==> src/rtl/drb_pkg.sv <==
package drb_pkg;
  localparam int N_MOD = 3;

  // module sizes in 8 MB units, index 0 largest
  function automatic int mod_units(int i);
    case (i)
      0:       return 16;
      1:       return 4;
      default: return 1;
    endcase
  endfunction

  typedef enum logic {ST_IDLE, ST_RUN} gen_state_e;
endpackage

==> src/rtl/drb_size_norm.sv <==
module drb_size_norm #(
  parameter int SIZE_W  = 12,
  parameter int UNIT_MB = 8,
  parameter int MAX_MB  = 1024,
  parameter int UNIT_W  = 8
) (
  input  logic [SIZE_W-1:0] mb_i,
  output logic [UNIT_W-1:0] units_o
);
  localparam int SH        = $clog2(UNIT_MB);
  localparam int MAX_UNITS = MAX_MB / UNIT_MB;

  logic [SIZE_W:0] sum;
  logic [SIZE_W:0] rounded;

  always_comb begin
    sum     = {1'b0, mb_i} + (SIZE_W+1)'(UNIT_MB - 1);
    rounded = sum >> SH;
    if (rounded > (SIZE_W+1)'(MAX_UNITS)) units_o = UNIT_W'(MAX_UNITS);
    else                                  units_o = rounded[UNIT_W-1:0];
  end
endmodule

==> src/rtl/drb_step_gen.sv <==
module drb_step_gen
  import drb_pkg::*;
#(
  parameter int ROWS   = 8,
  parameter int DATA_W = 8,
  parameter int UNIT_W = 8,
  localparam int IDX_W = $clog2(ROWS)
) (
  input  logic                   clk_i,
  input  logic                   rst_ni,
  input  logic                   start_i,
  input  logic [UNIT_W-1:0]      units_i,
  output logic                   busy_o,
  output logic                   commit_o,
  output logic [ROWS*DATA_W-1:0] stage_o
);
  gen_state_e              state_q;
  logic [IDX_W-1:0]        idx_q;
  logic [UNIT_W-1:0]       rem_q;
  logic [DATA_W-1:0]       acc_q;
  logic [DATA_W-1:0]       acc_nx;
  logic [UNIT_W-1:0]       step;
  logic [DATA_W-1:0]       stage_q [ROWS];

  // largest module that still fits; smallest checked first so larger overrides
  always_comb begin
    step = '0;
    for (int i = N_MOD - 1; i >= 0; i--) begin
      if (rem_q >= UNIT_W'(mod_units(i))) step = UNIT_W'(mod_units(i));
    end
    acc_nx = acc_q + DATA_W'(step);
  end

  assign busy_o   = (state_q == ST_RUN);
  assign commit_o = busy_o && (idx_q == IDX_W'(ROWS - 1));

  always_ff @(posedge clk_i or negedge rst_ni) begin
    if (!rst_ni) begin
      state_q <= ST_IDLE;
      idx_q   <= '0;
      rem_q   <= '0;
      acc_q   <= '0;
    end else begin
      case (state_q)
        ST_IDLE: if (start_i) begin
          state_q <= ST_RUN;
          idx_q   <= '0;
          rem_q   <= units_i;
          acc_q   <= '0;
        end
        default: begin
          acc_q <= acc_nx;
          rem_q <= rem_q - step;
          idx_q <= idx_q + 1'b1;
          if (idx_q == IDX_W'(ROWS - 1)) state_q <= ST_IDLE;
        end
      endcase
    end
  end

  for (genvar r = 0; r < ROWS; r++) begin : g_stage
    always_ff @(posedge clk_i or negedge rst_ni) begin
      if (!rst_ni)                                      stage_q[r] <= '0;
      else if (busy_o && idx_q == IDX_W'(r))            stage_q[r] <= acc_nx;
    end
    // last row bypasses so the commit edge sees the full table
    assign stage_o[r*DATA_W +: DATA_W] =
      (busy_o && idx_q == IDX_W'(r)) ? acc_nx : stage_q[r];
  end
endmodule

==> src/rtl/drb_row_file.sv <==
module drb_row_file #(
  parameter int ROWS   = 8,
  parameter int DATA_W = 8,
  localparam int IDX_W = $clog2(ROWS)
) (
  input  logic                   clk_i,
  input  logic                   rst_ni,
  input  logic                   commit_i,
  input  logic [ROWS*DATA_W-1:0] stage_i,
  input  logic                   wr_en_i,
  input  logic [IDX_W-1:0]       wr_row_i,
  input  logic [DATA_W-1:0]      wr_data_i,
  input  logic [IDX_W-1:0]       rd_row_i,
  output logic [DATA_W-1:0]      rd_data_o,
  output logic [ROWS*DATA_W-1:0] rows_o,
  output logic [ROWS-1:0]        mask_o,
  output logic                   enter_o,
  output logic                   exit_o
);
  logic [DATA_W-1:0] row_q  [ROWS];
  logic [DATA_W-1:0] calc_q [ROWS];
  logic [ROWS-1:0]   mask_q, mask_d;
  logic              enter_q, exit_q;

  always_comb begin
    mask_d = mask_q;
    if (commit_i)     mask_d = '0;
    else if (wr_en_i) mask_d[wr_row_i] = (wr_data_i != calc_q[wr_row_i]);
  end

  for (genvar r = 0; r < ROWS; r++) begin : g_row
    always_ff @(posedge clk_i or negedge rst_ni) begin
      if (!rst_ni) begin
        row_q[r]  <= '0;
        calc_q[r] <= '0;
      end else if (commit_i) begin
        row_q[r]  <= stage_i[r*DATA_W +: DATA_W];
        calc_q[r] <= stage_i[r*DATA_W +: DATA_W];
      end else if (wr_en_i && wr_row_i == IDX_W'(r)) begin
        row_q[r]  <= wr_data_i;
      end
    end
    assign rows_o[r*DATA_W +: DATA_W] = row_q[r];
  end

  always_ff @(posedge clk_i or negedge rst_ni) begin
    if (!rst_ni) begin
      mask_q  <= '0;
      enter_q <= 1'b0;
      exit_q  <= 1'b0;
    end else begin
      mask_q  <= mask_d;
      enter_q <= (mask_q == '0) && (mask_d != '0);
      exit_q  <= (mask_q != '0) && (mask_d == '0);
    end
  end

  assign rd_data_o = row_q[rd_row_i];
  assign mask_o    = mask_q;
  assign enter_o   = enter_q;
  assign exit_o    = exit_q;
endmodule

==> src/rtl/rowbound_gen.sv <==
module rowbound_gen #(
  parameter int SIZE_W  = 12,
  parameter int ROWS    = 8,
  parameter int DATA_W  = 8,
  parameter int UNIT_MB = 8,
  parameter int MAX_MB  = 1024,
  localparam int IDX_W  = $clog2(ROWS)
) (
  input  logic              clk_i,
  input  logic              rst_ni,
  input  logic              start_i,
  input  logic [SIZE_W-1:0] mem_mb_i,
  input  logic              wr_en_i,
  input  logic [IDX_W-1:0]  wr_row_i,
  input  logic [DATA_W-1:0] wr_data_i,
  input  logic [IDX_W-1:0]  rd_row_i,
  output logic [DATA_W-1:0] rd_data_o,
  output logic              busy_o,
  output logic              done_o,
  output logic [ROWS-1:0]   mismatch_o,
  output logic              detect_o,
  output logic              detect_enter_o,
  output logic              detect_exit_o
);
  localparam int UNIT_W = $clog2(MAX_MB / UNIT_MB + 1);

  logic [UNIT_W-1:0]       units;
  logic                    busy, commit, start_ok, wr_ok, done_q;
  logic [ROWS*DATA_W-1:0]  stage, rows_flat;

  assign start_ok = start_i && !busy;
  assign wr_ok    = wr_en_i && !busy;

  drb_size_norm #(.SIZE_W(SIZE_W), .UNIT_MB(UNIT_MB), .MAX_MB(MAX_MB), .UNIT_W(UNIT_W)) u_norm (
    .mb_i(mem_mb_i), .units_o(units)
  );

  drb_step_gen #(.ROWS(ROWS), .DATA_W(DATA_W), .UNIT_W(UNIT_W)) u_gen (
    .clk_i, .rst_ni, .start_i(start_ok), .units_i(units),
    .busy_o(busy), .commit_o(commit), .stage_o(stage)
  );

  drb_row_file #(.ROWS(ROWS), .DATA_W(DATA_W)) u_rows (
    .clk_i, .rst_ni, .commit_i(commit), .stage_i(stage),
    .wr_en_i(wr_ok), .wr_row_i, .wr_data_i, .rd_row_i, .rd_data_o,
    .rows_o(rows_flat), .mask_o(mismatch_o),
    .enter_o(detect_enter_o), .exit_o(detect_exit_o)
  );

  always_ff @(posedge clk_i or negedge rst_ni) begin
    if (!rst_ni)       done_q <= 1'b0;
    else if (commit)   done_q <= 1'b1;
    else if (start_ok) done_q <= 1'b0;
  end

  assign busy_o   = busy;
  assign done_o   = done_q;
  assign detect_o = |mismatch_o;
endmodule

==> config.mk <==
export PLATFORM = sky130hd
export DESIGN_NAME = rowbound_gen
export DESIGN_NICKNAME = d
export VERILOG_FILES = /design/src/rtl/drb_pkg.sv /design/src/rtl/drb_size_norm.sv /design/src/rtl/drb_step_gen.sv /design/src/rtl/drb_row_file.sv /design/src/rtl/rowbound_gen.sv
export SDC_FILE = /design/constraint.sdc
export NUM_CORES = 1
export LEC_CHECK = 0
export BUFFER_PORTS_ARGS = -buffer_cell sky130_fd_sc_hd__buf_2
export CAP_MARGIN = 10
export CORE_ASPECT_RATIO = 0.9
export CORE_UTILIZATION = 30
export CTS_CLUSTER_DIAMETER = 100
export CTS_CLUSTER_SIZE = 30
export DETAILED_ROUTE_END_ITERATION = 8
export PLACE_DENSITY_LB_ADDON = 0.3
export SYNTH_ARGS = -nofsm -noshare
export SYNTH_HDL_FRONTEND = slang
export SYNTH_HIERARCHICAL = 1
export SYNTH_SLANG_ARGS = --single-unit
export TNS_END_PERCENT = 20
==> constraint.sdc <==
create_clock -name clk_i -period 2.4 [get_ports clk_i]
set_input_delay 0.48 -clock clk_i [delete_from_list [all_inputs] [get_ports clk_i]]
set_output_delay 0.48 -clock clk_i [all_outputs]
set_load 0.05 [all_outputs]
==> results.md <==
- Run status: finished, violations left
- Violated checks: negative setup slack
- Internal: 8860 uW
- RSZ-0062 raised after global routing: yes
- Synth top cells by count: dfrtp_1 (223), o21ai_0 (183), nand2_1 (144)
- Synth Warn #: 6
- Sequential-to-total area share from yosys stat: 51.3%
- Crit-path slowest cell: or4_4
- Fin worst setup slack: -0.230 ns
- Post-Syn Area: 10900 um^2
- Final wirelength: 30.0 mm
- Die width: 203 um
- Seq cells post-synth: 223
- Hold WS: 0.389 ns
- Detail Route Antenna Nets: 0
- Psw: 5760 uW
- Vias in the first global route: 8129
- Worst path cell trace: or4_4 > inv_2 > o21ai_2 > inv_2 > ha_4 > a21o_1 > a31oi_4 > buf_12 > mux2i_1 > o211ai_1 > nand2_1 > o21ai_1
- Gr usage total: 16.6%
- Setup TNS: -7.80 ns
- Clock Latency Late Sink: 0.51 ns
- Worst Skew: 0.0408 ns
- Worst min path class: in2reg
- Share of cells above drive strength 1: 25.3%
- Reg2reg path depth: 12
- CORE AREA: 35400 um^2
- PwrDens: 1110 nW/um^2
- Die H: 183 um
- CTS Sinks: 223
- Placer Congestion: 0.792
- Die footprint: 37000 um^2
- Post-detailed-route via-to-cell ratio: 4.94
- First-pass GRT wire length: 47.8 mm
- CTS clk-pin slew, worst paths: 0.11 ns
- Syn_area_per_cell: 10.3 um^2
- CTS tree: built
- Design area: 13100 um^2
- Max stage delay on crit path: 0.58 ns
- Net Sw Frac: 39.4%
- Crit path max fanout: 6
- CP top delay family: simple AND/OR/NAND/NOR gates
- Critical path depth: 12
- Distinct cells, synth: 63
- Largest area contributor in the netlist: dfrtp_1
- Final setup fails: 80
- CP arrival: 3.00 ns
- H-tree Lvls: 1
- Maximum VDD drop: 0.470 mV
- Num CTS Buffers: 12
- Antenna Cells: 0
- Wire per inst: 18.4 um
- CTS root buf: clkbuf_16
- Port bufs: 50
- Crit path time final: 2.63 ns
- CP Data Required Time: 2.77 ns
- DR iter-0 viols: 500
- Total gr overflow: 0
- Crit-path most repeated cell: inv_2
- Maxcap violations: 0
- Synth top area cells: dfrtp_1 (51%), o21ai_0 (8.4%), mux2i_1 (8.0%)
- Post-synth top area share: 51.3%
- I/O Pins: 51
- Area post-placement: 12300 um^2
- Logic gate share of total power: 42.2%
- Via Count: 8055
- Power share of the clock group: 16.4%
- Count leader, synth: dfrtp_1
- Pin count of the biggest net entering global routing: 85
- Bufs and invs on worst path: 3
- Slew headroom: 57.8%
- DR pass1 iterations: 5
- Static leakage: 0.00593 uW
- Max Freq: 0.380 GHz
- Post-synth top flop: dfrtp_1
- Period utilisation layout: 110%
- Hold depth: 3
- # nets final: 1203
- Synthesized instance count: 1059
- DRC viols: 0
- Reg power frac: 41.4%
- Number of flops mapped to enable cells by yosys: 0
- Area grow syn2layout: 20.5%
- Syn_nets: 1104
- Final Hold Fails: 0
- Ys async rst share: 100%
- Crit path kind: reg2reg
- Fillers: 3554
- Row count: 65
- Setup crit end kind: flip-flop
- Startpoint types: flip-flop
- Max Buffers Root-to-Sink: 3
- Initial antenna violation count: 0
- Post-detail-place hpwl: 21.0 mm
- Initial Util: 30.7%
- Worst-Margin Slew: 0.631 ns
- Slew Limit Fails: 0
timing repair:
action	in CTS	in global routing
setup endpoints to repair	105	124
hold endpoints to repair	63	0
buffers inserted	5	5
hold buffers	1	0
pin swaps	10	21
gates resized for setup	73	84
cloned	0	1
cell usage in the layout (no fill, tap or decap), drive strengths merged, types with 15 or more instances in the layout:
master / instances
mux2: 30
o21ai: 185
nand2: 144
dfrtp: 223
a21oi: 20
mux4: 20
inv: 82
mux2i: 87
buf: 153
ha: 15
nor2: 35
routing by layer:
| layer | track usage (%) | vias to the layer above | share of wire (%) |
|---|---|---|---|
| met3 | 1.75 | 27 | 3.5 |
| li1 | - | 3882 | - |
| met5 | 0 | - | 0 |
| met2 | 26.4 | 147 | 46 |
| met1 | 24.1 | 3999 | 49 |
| met4 | 3.91 | 0 | 1.7 |
final timing paths:
path	start	to	slack, ns
worst max-delay path	u_gen/rem_q[4]$_DFFE_PN0P_	u_rows/rows_o[22]$_DFFE_PN0P_	-0.23
worst min-delay path	wr_data_i[2]	u_rows/rows_o[2]$_DFFE_PN0P_	0.39
worst max register to register	u_gen/rem_q[4]$_DFFE_PN0P_	u_rows/rows_o[22]$_DFFE_PN0P_	-0.23
worst min register to register	u_gen/stage_q[55]$_DFF_PN0_	u_gen/stage_q[55]$_DFF_PN0_	0.48
max in group asynchronous	rst_ni	u_rows/calc_q[53]$_DFFE_PN0P_	1.19
min in group asynchronous	rst_ni	done_o$_DFFE_PN0P_	0.53
state kept, by name, indices dropped and copies added, names as in the netlist:
register        count
u_gen/rem_q         8
u_gen/busy_o        1
u_gen/stage_q      64
u_gen/idx_q         3
u_rows/mask_o       8
u_gen/acc_q         8
done_o              1
u_rows/exit_o       1
u_rows/rows_o      64
u_rows/calc_q      64
u_rows/enter_o      1
area by class of cell:
cell class              count  area [um^2]  area share [%]
clock inverters             5         58.8           0.449
clock buffers              13          325            2.48
well taps                 469          587            4.48
flip-flops and latches    223         5580            42.6
repair buffers            155         1250            9.55
multi-input cells         686         5000            38.1
inverters                  80          305            2.33
worst min-delay path: stages:
cell     delay [ns]
buf_2          0.16
mux2i_1        0.13
o21ai_0        0.08
power groups by stage:
stage	Clock (uW)	Sequential [uW]	Combinational (uW)
after detailed placement	0	6120	5590
final	2390	6050	6170
after floorplan	0	6170	3500
after CTS	2470	6060	5860
after global routing	2580	6250	6800
after global placement	0	6100	5480
through the flow:
stage          power (uW)  std cells  setup WS [ns]  util [%]
2_1_floorplan        9670       1059        -0.0225         -
3_3_place_gp        11600       1603         -0.239      34.8
3_5_place_dp        11700       1603         -0.252      34.8
4_1_cts             14400       1627         -0.193      36.4
5_1_grt             15600       1631         -0.317      37.0
6_report            14600       1631         -0.230      37.0
logic make-up (layout without fill, tap and decap cells):
logic type                 after synthesis  in the layout  share of synthesized area (%)
muxes                                  137            137                           15.3
and+or+nand+nor                        248            248                           10.4
xor gates and xnor gates                15             15                           1.21
buffers and inverters                  150            253                           5.65
adders and majority gates               15             15                           1.73
DFF                                    223            223                           51.3
AOI/OAI and AO/OA                      271            271                           14.4
(Power assumes the default switching activity.)
